===== src/rtl/tslv_pkg.sv =====
package tslv_pkg;
    typedef enum logic [2:0] {
        MODE_FREE    = 3'd0,
        MODE_RESET   = 3'd4,
        MODE_GATED   = 3'd5,
        MODE_TRIGGER = 3'd6,
        MODE_EXTCLK  = 3'd7
    } mode_e;

    localparam int unsigned MODE_W   = 3;
    localparam int unsigned FIXED_SRC = 4;
endpackage


===== src/rtl/tslv_trig_path.sv =====
module tslv_trig_path #(
    parameter int unsigned NUM_ITR = 4,
    localparam int unsigned NUM_SRC = NUM_ITR + tslv_pkg::FIXED_SRC,
    localparam int unsigned SEL_W   = $clog2(NUM_SRC)
) (
    input  logic               clk,
    input  logic               rst_n,
    input  logic [SEL_W-1:0]   sel,
    input  logic [NUM_SRC-1:0] src,
    input  logic               sync_en,
    output logic               lvl_eff,
    output logic               edge_eff,
    output logic               pulse_out
);
    typedef struct packed {
        logic trig;
        logic pulse;
    } tp_state_t;

    tp_state_t st_d, st_q;
    logic      raw;
    logic      edge_raw;

    always_comb begin
        raw       = src[sel];
        edge_raw  = raw & ~st_q.trig;
        st_d      = st_q;
        st_d.trig = raw;
        st_d.pulse = edge_raw;
        lvl_eff   = sync_en ? st_q.trig  : raw;
        edge_eff  = sync_en ? st_q.pulse : edge_raw;
        pulse_out = st_q.pulse;
    end

    always_ff @(posedge clk) begin
        if (!rst_n) st_q <= '0;
        else        st_q <= st_d;
    end

    a_r8_single_pulse: assert property (@(posedge clk) disable iff (!rst_n)
        pulse_out |=> !pulse_out);
endmodule


===== src/rtl/tslv_mode_reg.sv =====
module tslv_mode_reg #(
    localparam int unsigned MODE_W = tslv_pkg::MODE_W
) (
    input  logic              clk,
    input  logic              rst_n,
    input  logic              wr,
    input  logic [MODE_W-1:0] wdata,
    input  logic              pre_en,
    input  logic              pre_src,
    input  logic              upd,
    input  logic              index,
    output logic [MODE_W-1:0] mode
);
    typedef struct packed {
        logic [MODE_W-1:0] active;
        logic [MODE_W-1:0] shadow;
    } mr_state_t;

    mr_state_t st_d, st_q;
    logic      xfer;

    always_comb begin
        st_d = st_q;
        xfer = pre_src ? index : upd;
        if (pre_en) begin
            if (xfer) st_d.active = st_q.shadow;
        end else if (wr) begin
            st_d.active = wdata;
        end
        if (wr) st_d.shadow = wdata;
        mode = st_q.active;
    end

    always_ff @(posedge clk) begin
        if (!rst_n) st_q <= '0;
        else        st_q <= st_d;
    end

    a_r9_hold_until_update: assert property (@(posedge clk) disable iff (!rst_n)
        (pre_en && !pre_src && !upd) |=> $stable(mode));
    a_r10_hold_until_index: assert property (@(posedge clk) disable iff (!rst_n)
        (pre_en && pre_src && !index) |=> $stable(mode));
    a_r11_direct_write: assert property (@(posedge clk) disable iff (!rst_n)
        (!pre_en && wr) |=> (mode == $past(wdata)));
endmodule


===== src/rtl/tslv_count_core.sv =====
module tslv_count_core
    import tslv_pkg::*;
#(
    parameter int unsigned CNT_W = 8,
    localparam int unsigned MW   = tslv_pkg::MODE_W
) (
    input  logic             clk,
    input  logic             rst_n,
    input  logic [MW-1:0]    mode,
    input  logic             lvl,
    input  logic             trig_edge,
    input  logic             en_set,
    input  logic             en_clr,
    input  logic [CNT_W-1:0] reload,
    output logic [CNT_W-1:0] cnt,
    output logic             en,
    output logic             upd
);
    typedef struct packed {
        logic [CNT_W-1:0] cnt;
        logic             en;
        logic             upd;
    } cc_state_t;

    cc_state_t st_d, st_q;
    logic      adv;

    always_comb begin
        st_d     = st_q;
        st_d.upd = 1'b0;
        case (mode)
            MODE_GATED:  adv = st_q.en & lvl;
            MODE_EXTCLK: adv = st_q.en & trig_edge;
            default:     adv = st_q.en;
        endcase

        if (mode == MODE_RESET && trig_edge) begin
            st_d.cnt = '0;
            st_d.upd = 1'b1;
        end else if (adv) begin
            if (st_q.cnt == reload) begin
                st_d.cnt = '0;
                st_d.upd = 1'b1;
            end else begin
                st_d.cnt = st_q.cnt + 1'b1;
            end
        end

        if (en_clr) st_d.en = 1'b0;
        if (en_set) st_d.en = 1'b1;
        if (mode == MODE_TRIGGER && trig_edge) st_d.en = 1'b1;

        cnt = st_q.cnt;
        en  = st_q.en;
        upd = st_q.upd;
    end

    always_ff @(posedge clk) begin
        if (!rst_n) st_q <= '0;
        else        st_q <= st_d;
    end

    a_r2_wrap_to_zero: assert property (@(posedge clk) disable iff (!rst_n)
        upd |-> (cnt == '0));
    a_r2_single_step: assert property (@(posedge clk) disable iff (!rst_n)
        !$stable(cnt) |-> (cnt == $past(cnt) + 1'b1 || cnt == '0));
    a_r4_restart: assert property (@(posedge clk) disable iff (!rst_n)
        (mode == MODE_RESET && trig_edge) |=> (cnt == '0 && upd));
    a_r5_gate_hold: assert property (@(posedge clk) disable iff (!rst_n)
        (mode == MODE_GATED && !lvl) |=> $stable(cnt));
    a_r6_hw_enable: assert property (@(posedge clk) disable iff (!rst_n)
        (mode == MODE_TRIGGER && trig_edge) |=> en);
endmodule


===== src/rtl/tslv_ctrl.sv =====
module tslv_ctrl #(
    parameter int unsigned CNT_W   = 8,
    parameter int unsigned NUM_ITR = 4,
    localparam int unsigned NUM_SRC = NUM_ITR + tslv_pkg::FIXED_SRC,
    localparam int unsigned SEL_W   = $clog2(NUM_SRC)
) (
    input  logic               clk,
    input  logic               rst_n,
    input  logic               cnt_en_set,
    input  logic               cnt_en_clr,
    input  logic [CNT_W-1:0]   reload_val,
    input  logic [SEL_W-1:0]   trig_sel,
    input  logic [NUM_ITR-1:0] int_trig,
    input  logic               ti1_edge,
    input  logic               ti1_filt,
    input  logic               ti2_filt,
    input  logic               ext_trig_filt,
    input  logic               sync_en,
    input  logic               mode_wr,
    input  logic [2:0]         mode_wdata,
    input  logic               mode_preload_en,
    input  logic               mode_preload_src,
    input  logic               index_pulse,
    output logic [CNT_W-1:0]   count,
    output logic               update_evt,
    output logic               cnt_en,
    output logic [2:0]         active_mode,
    output logic               trig_out
);
    logic [NUM_SRC-1:0] src_vec;
    logic               lvl_eff;
    logic               edge_eff;

    assign src_vec = {ext_trig_filt, ti2_filt, ti1_filt, ti1_edge, int_trig};

    tslv_trig_path #(.NUM_ITR(NUM_ITR)) u_trig (
        .clk       (clk),
        .rst_n     (rst_n),
        .sel       (trig_sel),
        .src       (src_vec),
        .sync_en   (sync_en),
        .lvl_eff   (lvl_eff),
        .edge_eff  (edge_eff),
        .pulse_out (trig_out)
    );

    tslv_mode_reg u_mode (
        .clk     (clk),
        .rst_n   (rst_n),
        .wr      (mode_wr),
        .wdata   (mode_wdata),
        .pre_en  (mode_preload_en),
        .pre_src (mode_preload_src),
        .upd     (update_evt),
        .index   (index_pulse),
        .mode    (active_mode)
    );

    tslv_count_core #(.CNT_W(CNT_W)) u_core (
        .clk       (clk),
        .rst_n     (rst_n),
        .mode      (active_mode),
        .lvl       (lvl_eff),
        .trig_edge (edge_eff),
        .en_set    (cnt_en_set),
        .en_clr    (cnt_en_clr),
        .reload    (reload_val),
        .cnt       (count),
        .en        (cnt_en),
        .upd       (update_evt)
    );
endmodule


===== config.mk =====
export PLATFORM = sky130hd
export DESIGN_NAME = tslv_ctrl
export DESIGN_NICKNAME = d
export VERILOG_FILES = /design/src/rtl/tslv_pkg.sv /design/src/rtl/tslv_trig_path.sv /design/src/rtl/tslv_mode_reg.sv /design/src/rtl/tslv_count_core.sv /design/src/rtl/tslv_ctrl.sv
export SDC_FILE = /design/constraint.sdc
export NUM_CORES = 1
export LEC_CHECK = 0
export BUFFER_PORTS_ARGS = -buffer_cell sky130_fd_sc_hd__buf_2
export CAP_MARGIN = 20
export CORE_UTILIZATION = 53
export DETAILED_ROUTE_END_ITERATION = 10
export PLACE_DENSITY = 0.88
export SLEW_MARGIN = 40
export SYNTH_ARGS = -nofsm -noshare
export SYNTH_HDL_FRONTEND = slang
export SYNTH_SLANG_ARGS = --single-unit

===== constraint.sdc =====
create_clock -name clk -period 2.4 [get_ports clk]
set_clock_uncertainty 0.05 [all_clocks]
set_input_delay 0.48 -clock clk [delete_from_list [all_inputs] [get_ports clk]]
set_output_delay 0.48 -clock clk [all_outputs]
set_load 0.02 [all_outputs]

Word-level counts from Yosys, hierarchy flattened
Index checks and enable logic that the tools add are counted.
{"block": "totals", "word_cells": 42, "out_inout_bits": 14, "in_bits": 31, "register_bits": 18}
{"block": "classes", "n_reduce_logical": 6, "muxes": 16, "n_eq_ne": 6, "addsub": 1, "order_cmp": 1, "n_bitwise": 5}
{"cell": "== test 3 bit, second input constant", "n": 4}
{"cell": "2-to-1 mux 1 bit", "n": 10}
{"cell": "2-to-1 mux 3 bit", "n": 3}
{"cell": "adder 8 x 1 -> 8 bit, second input constant", "n": 1}
{"cell": "== test 8 bit", "n": 1}
{"cell": "2-to-1 mux 8 bit", "n": 1}
{"cell": "< comparator 3 x 4 -> 1 bit, second input constant", "n": 1}
{"cell": "bitwise AND 1 bit", "n": 3}
{"cell": "binary-select mux 1 bit (select 3 bit)", "n": 1}
{"cell": "nonzero test 3 bit", "n": 1}
{"cell": "logical AND 1 bit", "n": 2}
{"cell": "inequality test 2 x 1 -> 1 bit, second input constant", "n": 1}
{"cell": "inverter 1 bit", "n": 2}
{"cell": "one-hot mux 1 bit (2 select lines)", "n": 1}
{"cell": "AND reduction 2 bit", "n": 1}
{"cell": "nonzero test 2 bit", "n": 1}
{"cell": "OR reduction 2 bit", "n": 1}

Longest topological paths before layout
{"block": "logic_depth", "word_depth": 8, "mapped_depth": 6}

Hierarchy
Synthesis repeated with hierarchy kept, for this count alone.
{"block": "hier_totals", "cells_unflattened": 118, "area_unflattened_um2": 1118.6}
{"module": "tslv_count_core", "area_each_um2": 618.1, "instances": 1, "seq_area_each_um2": 200.2, "cells_each": 69}
{"module": "tslv_mode_reg", "area_each_um2": 309.0, "instances": 1, "seq_area_each_um2": 120.1, "cells_each": 30}
{"module": "tslv_trig_path", "area_each_um2": 191.4, "instances": 1, "seq_area_each_um2": 40.0, "cells_each": 19}

Least setup slack after synthesis
No wires, ideal clock.
{"block": "synth_path", "path_type": "input to register", "startpoint": "input trig_sel[0]", "endpoint": "register u_core.st_q, in the netlist u_core.en", "n_path_buf": 1, "arrival_time_ns": 1.573, "setup_ns": 0.120, "path_stages": 6, "path_slack_ns": 0.657, "path_cell_list": "buf_6 -> mux2i_1 -> a22oi_4 -> a41oi_4 -> nor3b_1 -> o31a_1"}
{"block": "synth_via", "elab_chain_cells": 6}
{"element": "start: declaration", "line": "tslv_ctrl.sv:12", "source": "input logic [SEL_W-1:0] trig_sel,"}
{"element": "binary-select mux 1 bit (select 3 bit) (*)", "line": "tslv_trig_path.sv:25", "source": "raw = src[sel];"}
{"element": "2-to-1 mux 1 bit (implied by the code) (*)", "line": "tslv_trig_path.sv:25"}
{"element": "bitwise AND 1 bit (*)", "line": "tslv_trig_path.sv:26", "source": "edge_raw = raw & ~st_q.trig;"}
{"element": "2-to-1 mux 1 bit (*)", "line": "tslv_trig_path.sv:31", "source": "edge_eff = sync_en ? st_q.pulse : edge_raw;"}
{"element": "logical AND 1 bit (*)", "line": "tslv_count_core.sv:51", "source": "if (mode == MODE_TRIGGER && trig_edge) st_d.en = 1'b1;"}
{"element": "nonzero test 3 bit (no line) or 2-to-1 mux 1 bit (tied branches)"}
{"element": "end signal: assignment", "line": "tslv_count_core.sv:60", "source": "else st_q <= st_d;"}
{"element": "end: declaration", "line": "tslv_count_core.sv:25", "source": "cc_state_t st_d, st_q;"}
Every way passes the cells marked *; elsewhere a longest branch is shown, timed or not. The select of a mux whose other input is x is not followed.
A chain may end at the register's enable or synchronous reset.

Worst setup path after layout
{"block": "layout_path", "startpoint": "register u_mode.st_q, in the netlist u_mode.mode[1]", "endpoint": "register u_core.st_q, in the netlist u_core.cnt[3]"}
{"block": "layout_via", "elab_chain_cells": 3}
{"element": "start: declaration", "line": "tslv_mode_reg.sv:19", "source": "mr_state_t st_d, st_q;"}
{"element": "start signal: assignment", "line": "tslv_mode_reg.sv:36", "source": "else st_q <= st_d;"}
{"element": "== test 3 bit", "line": "tslv_count_core.sv:37", "source": "if (mode == MODE_RESET && trig_edge) begin"}
{"element": "logical AND 1 bit", "line": "tslv_count_core.sv:37"}
{"element": "OR reduction 2 bit (no line)"}
Several ways; a longest one is shown, not always the timed one.

==> results_dict.tcl <==
set metrics [dict create \
    outcome "complete, no violations" \
    detail_route.wirelength_mm 2.69 \
    critPathArrivalTime_ns 1.98 \
    peakVddDrop_mv 0.450 \
    detailroute.via_count 1107 \
    fmaxAchievable_mhz 545 \
    maxCapViolations 0 \
    stdcell_count 195 \
    synthesis.instances 125 \
    root_buffer "sky130_fd_sc_hd__clkbuf_4" \
    cts_max_path_buffers 2 \
    synth-xor-area-share 0.0565 \
    pwr_density_cell_mw_per_mm2 450 \
    cts.clk_slew.worst_paths_ns 0.11 \
    final_antenna_net_count 0 \
    layout_commonest_cell "sky130_fd_sc_hd__buf_2" \
    largest_net_degree_at_the_start_of_global_routing 12 \
    layout-drive-gt1-share 0.389 \
    floorplan.initialDensity 0.561 \
    synth_simple_gate_area_frac 0.247 \
    die_y_um 50.4 \
    synth_compound_area_frac 0.236 \
    min-delay-path-class "in -> reg" \
    dp_hpwl_mm 2.07 \
    critical_path.reg2reg.startpoint "u_mode.mode[1]" \
    tightestPinTransition_ns 0.647 \
    global_route.overflow_total 0 \
    post_synthesis_area_per_instance_um2 9.92 \
    post-route-period-util 0.764 \
    synth_mux_area_frac 0.116 \
    timing.critical_path.slowest_stage_cell "sky130_fd_sc_hd__o41ai_4" \
    diodes 0 \
    hold_path.startpoint "cnt_en_set" \
    cp_num_cells 5 \
    final_cell_mix "sky130_fd_sc_hd__buf_2 (44), sky130_fd_sc_hd__dfxtp_1 (18), sky130_fd_sc_hd__mux2i_1 (11)" \
    seq_area_frac_synth 0.291 \
    place.port_buffers 44 \
    critical_path.n_buffers_inverters 0 \
    dieWidth_um 50.4 \
    wire_length_per_cell_um 13.8 \
    tritoncts "done" \
    timing.reg2reg.worst_path_depth 5 \
    final.hold.worst_slack_ns 0.335 \
    rsz0062_at_grt "no" \
    grt_pass1_wl_mm 4.36 \
    route.met3.wl_um 174 \
    layout.core_utilization 0.670 \
    critical_path.max_fanout 11 \
    placement_rows 17 \
    timing.hold.worst_path_depth 2 \
    power.total_uw 667 \
    yosys_most_used_dff "sky130_fd_sc_hd__dfxtp_1" \
    dominant_combinational_cell_family_by_area_after_synthesis "simple AND/OR/NAND/NOR gates" \
    totalNegativeSetupSlack_ns 0 \
    cts_hold_repair.buffers 0 \
    flow.area_growth_from_synthesis_pct 19.5 \
    synth.cell_area_mm2 0.00124 \
    netlist-cell-type-count 40 \
    post-cts-setup-buffer-count 0 \
    first_iter_violations 18 \
    period_needed_ns 1.83 \
    timing.setup.critical_path_class "reg -> reg" \
    cts_resized 0 \
    crit_path_end_kind "register" \
    m1WireLength_mm 1.15 \
    initial_antenna_violation_count 0 \
    synthAdderAreaFrac 0.0101 \
    power.leakage_uw 0.000654 \
    ys_async_sr_fraction 0 \
    drt_first_pass_iters 4 \
    final_estimated_routing_congestion_in_global_placement 0.792 \
    design.portCount 45 \
    slew_headroom 0.567 \
    drt_drc_violations_left 0 \
    slowest_delay_ns 0.53 \
    cts.sinks 18 \
    synth.net_count 157 \
    viasPerCell 5.68 \
    worst_skew_pair.late_latency_ns 0.31 \
    fin_nets 200 \
    worst-r2r-setup-slack_ns 0.57 \
    post-place-cells 191 \
    worstPathRequired_ns 2.55 \
    synth_enable_flop_cells 0 \
    maxSlewViolCount 0 \
    floorplan.die_area_mm2 0.00254 \
    cts_buffers 3 \
    cp-startpoint "u_mode.mode[1]" \
    yosysWarnings 0 \
    flops_latches_synth 18 \
    critPathTopFamily "compound AO/OA/AOI/OAI gates" \
    grt.total_usage 0.230 \
    wire_length_on_met2_mm 1.31 \
    grt_pass1_vias 1002 \
    core-area_mm2 0.00221 \
    final-hold-violation-count 0 \
    setup.worst_path.start_class "register" \
    htreeDepth 1 \
    top_layer_used "met4" \
    finalSetupViolCount 0 \
    worstPathCellList "and2b_4 -> o41ai_4 -> a21oi_2 -> nand4b_1 -> a21oi_1" \
]
[metal layers]
layer | vias up | global-route usage
met5 | - | 0
met4 | 0 | 0.130
met3 | 5 | 0.0333
met2 | 40 | 0.398
met1 | 516 | 0.268
li1 | 546 | -
[cell type report]
class	count	area (µm²)
tap	28	35.0
fill	175	731
multi-input combinational	100	826
clock buffer	4	36.3
timing repair buffer	44	220
sequential	18	360
inverter	1	3.75
[Yosys cell counts, types with 2 or more instances]
cell,n,share of area
sky130_fd_sc_hd__a21oi_1,9,0.036
sky130_fd_sc_hd__a31oi_1,4,0.020
sky130_fd_sc_hd__and2_1,3,0.015
sky130_fd_sc_hd__and3_1,3,0.015
sky130_fd_sc_hd__buf_4,3,0.018
sky130_fd_sc_hd__buf_6,2,0.018
sky130_fd_sc_hd__dfxtp_1,18,0.29
sky130_fd_sc_hd__mux2_2,3,0.027
sky130_fd_sc_hd__mux2i_1,11,0.089
sky130_fd_sc_hd__nand2_1,6,0.018
sky130_fd_sc_hd__nand3_1,6,0.024
sky130_fd_sc_hd__nand3b_1,2,0.012
sky130_fd_sc_hd__nand4b_1,3,0.021
sky130_fd_sc_hd__nor2_1,4,0.012
sky130_fd_sc_hd__nor2b_1,9,0.045
sky130_fd_sc_hd__nor3_1,3,0.012
sky130_fd_sc_hd__nor4_4,2,0.034
sky130_fd_sc_hd__o21ai_0,3,0.012
sky130_fd_sc_hd__o31ai_1,3,0.018
sky130_fd_sc_hd__xor2_1,8,0.057
[final timing paths]
path	endpoint
setup / recovery	u_core.cnt[3]
hold / removal	u_core.en
setup reg to reg	u_core.cnt[3]
hold reg to reg	u_trig.pulse_out
[sequential cells by signal, indices dropped and copies added, names as in the netlist]
signal and cells:
u_core.cnt 8, u_core.en 1, u_trig.st_q 1, u_mode.mode 3, u_mode.st_q 3, u_core.upd 1, u_trig.pulse_out 1
[logic make-up (layout without fill, tap and decap cells)]
| kind of cell | after synthesis | count (layout) |
|---|---|---|
| simple gates | 47 | 47 |
| compound gates | 30 | 30 |
| flops | 18 | 18 |
| mux | 14 | 14 |
| xor+xnor | 8 | 8 |
| buf+inv | 7 | 49 |
| fa+ha+maj | 1 | 1 |
[report_power, final]
| part | switching [µW] | total (µW) | internal (µW) |
|---|---|---|---|
| Sequential | 12.8 | 324 | 312 |
| Clock | 106 | 199 | 93.0 |
| Combinational | 77.2 | 144 | 66.5 |
[stage by stage]
step                worst slack (ns)  instance area [µm²]
finish                         0.566                 1480
global route                   0.439                 1480
CTS                            0.582                 1480
detailed placement             0.423                 1450
global placement               0.477                 1450
floorplan                      0.657                 1240
(Power assumes the default switching activity.)
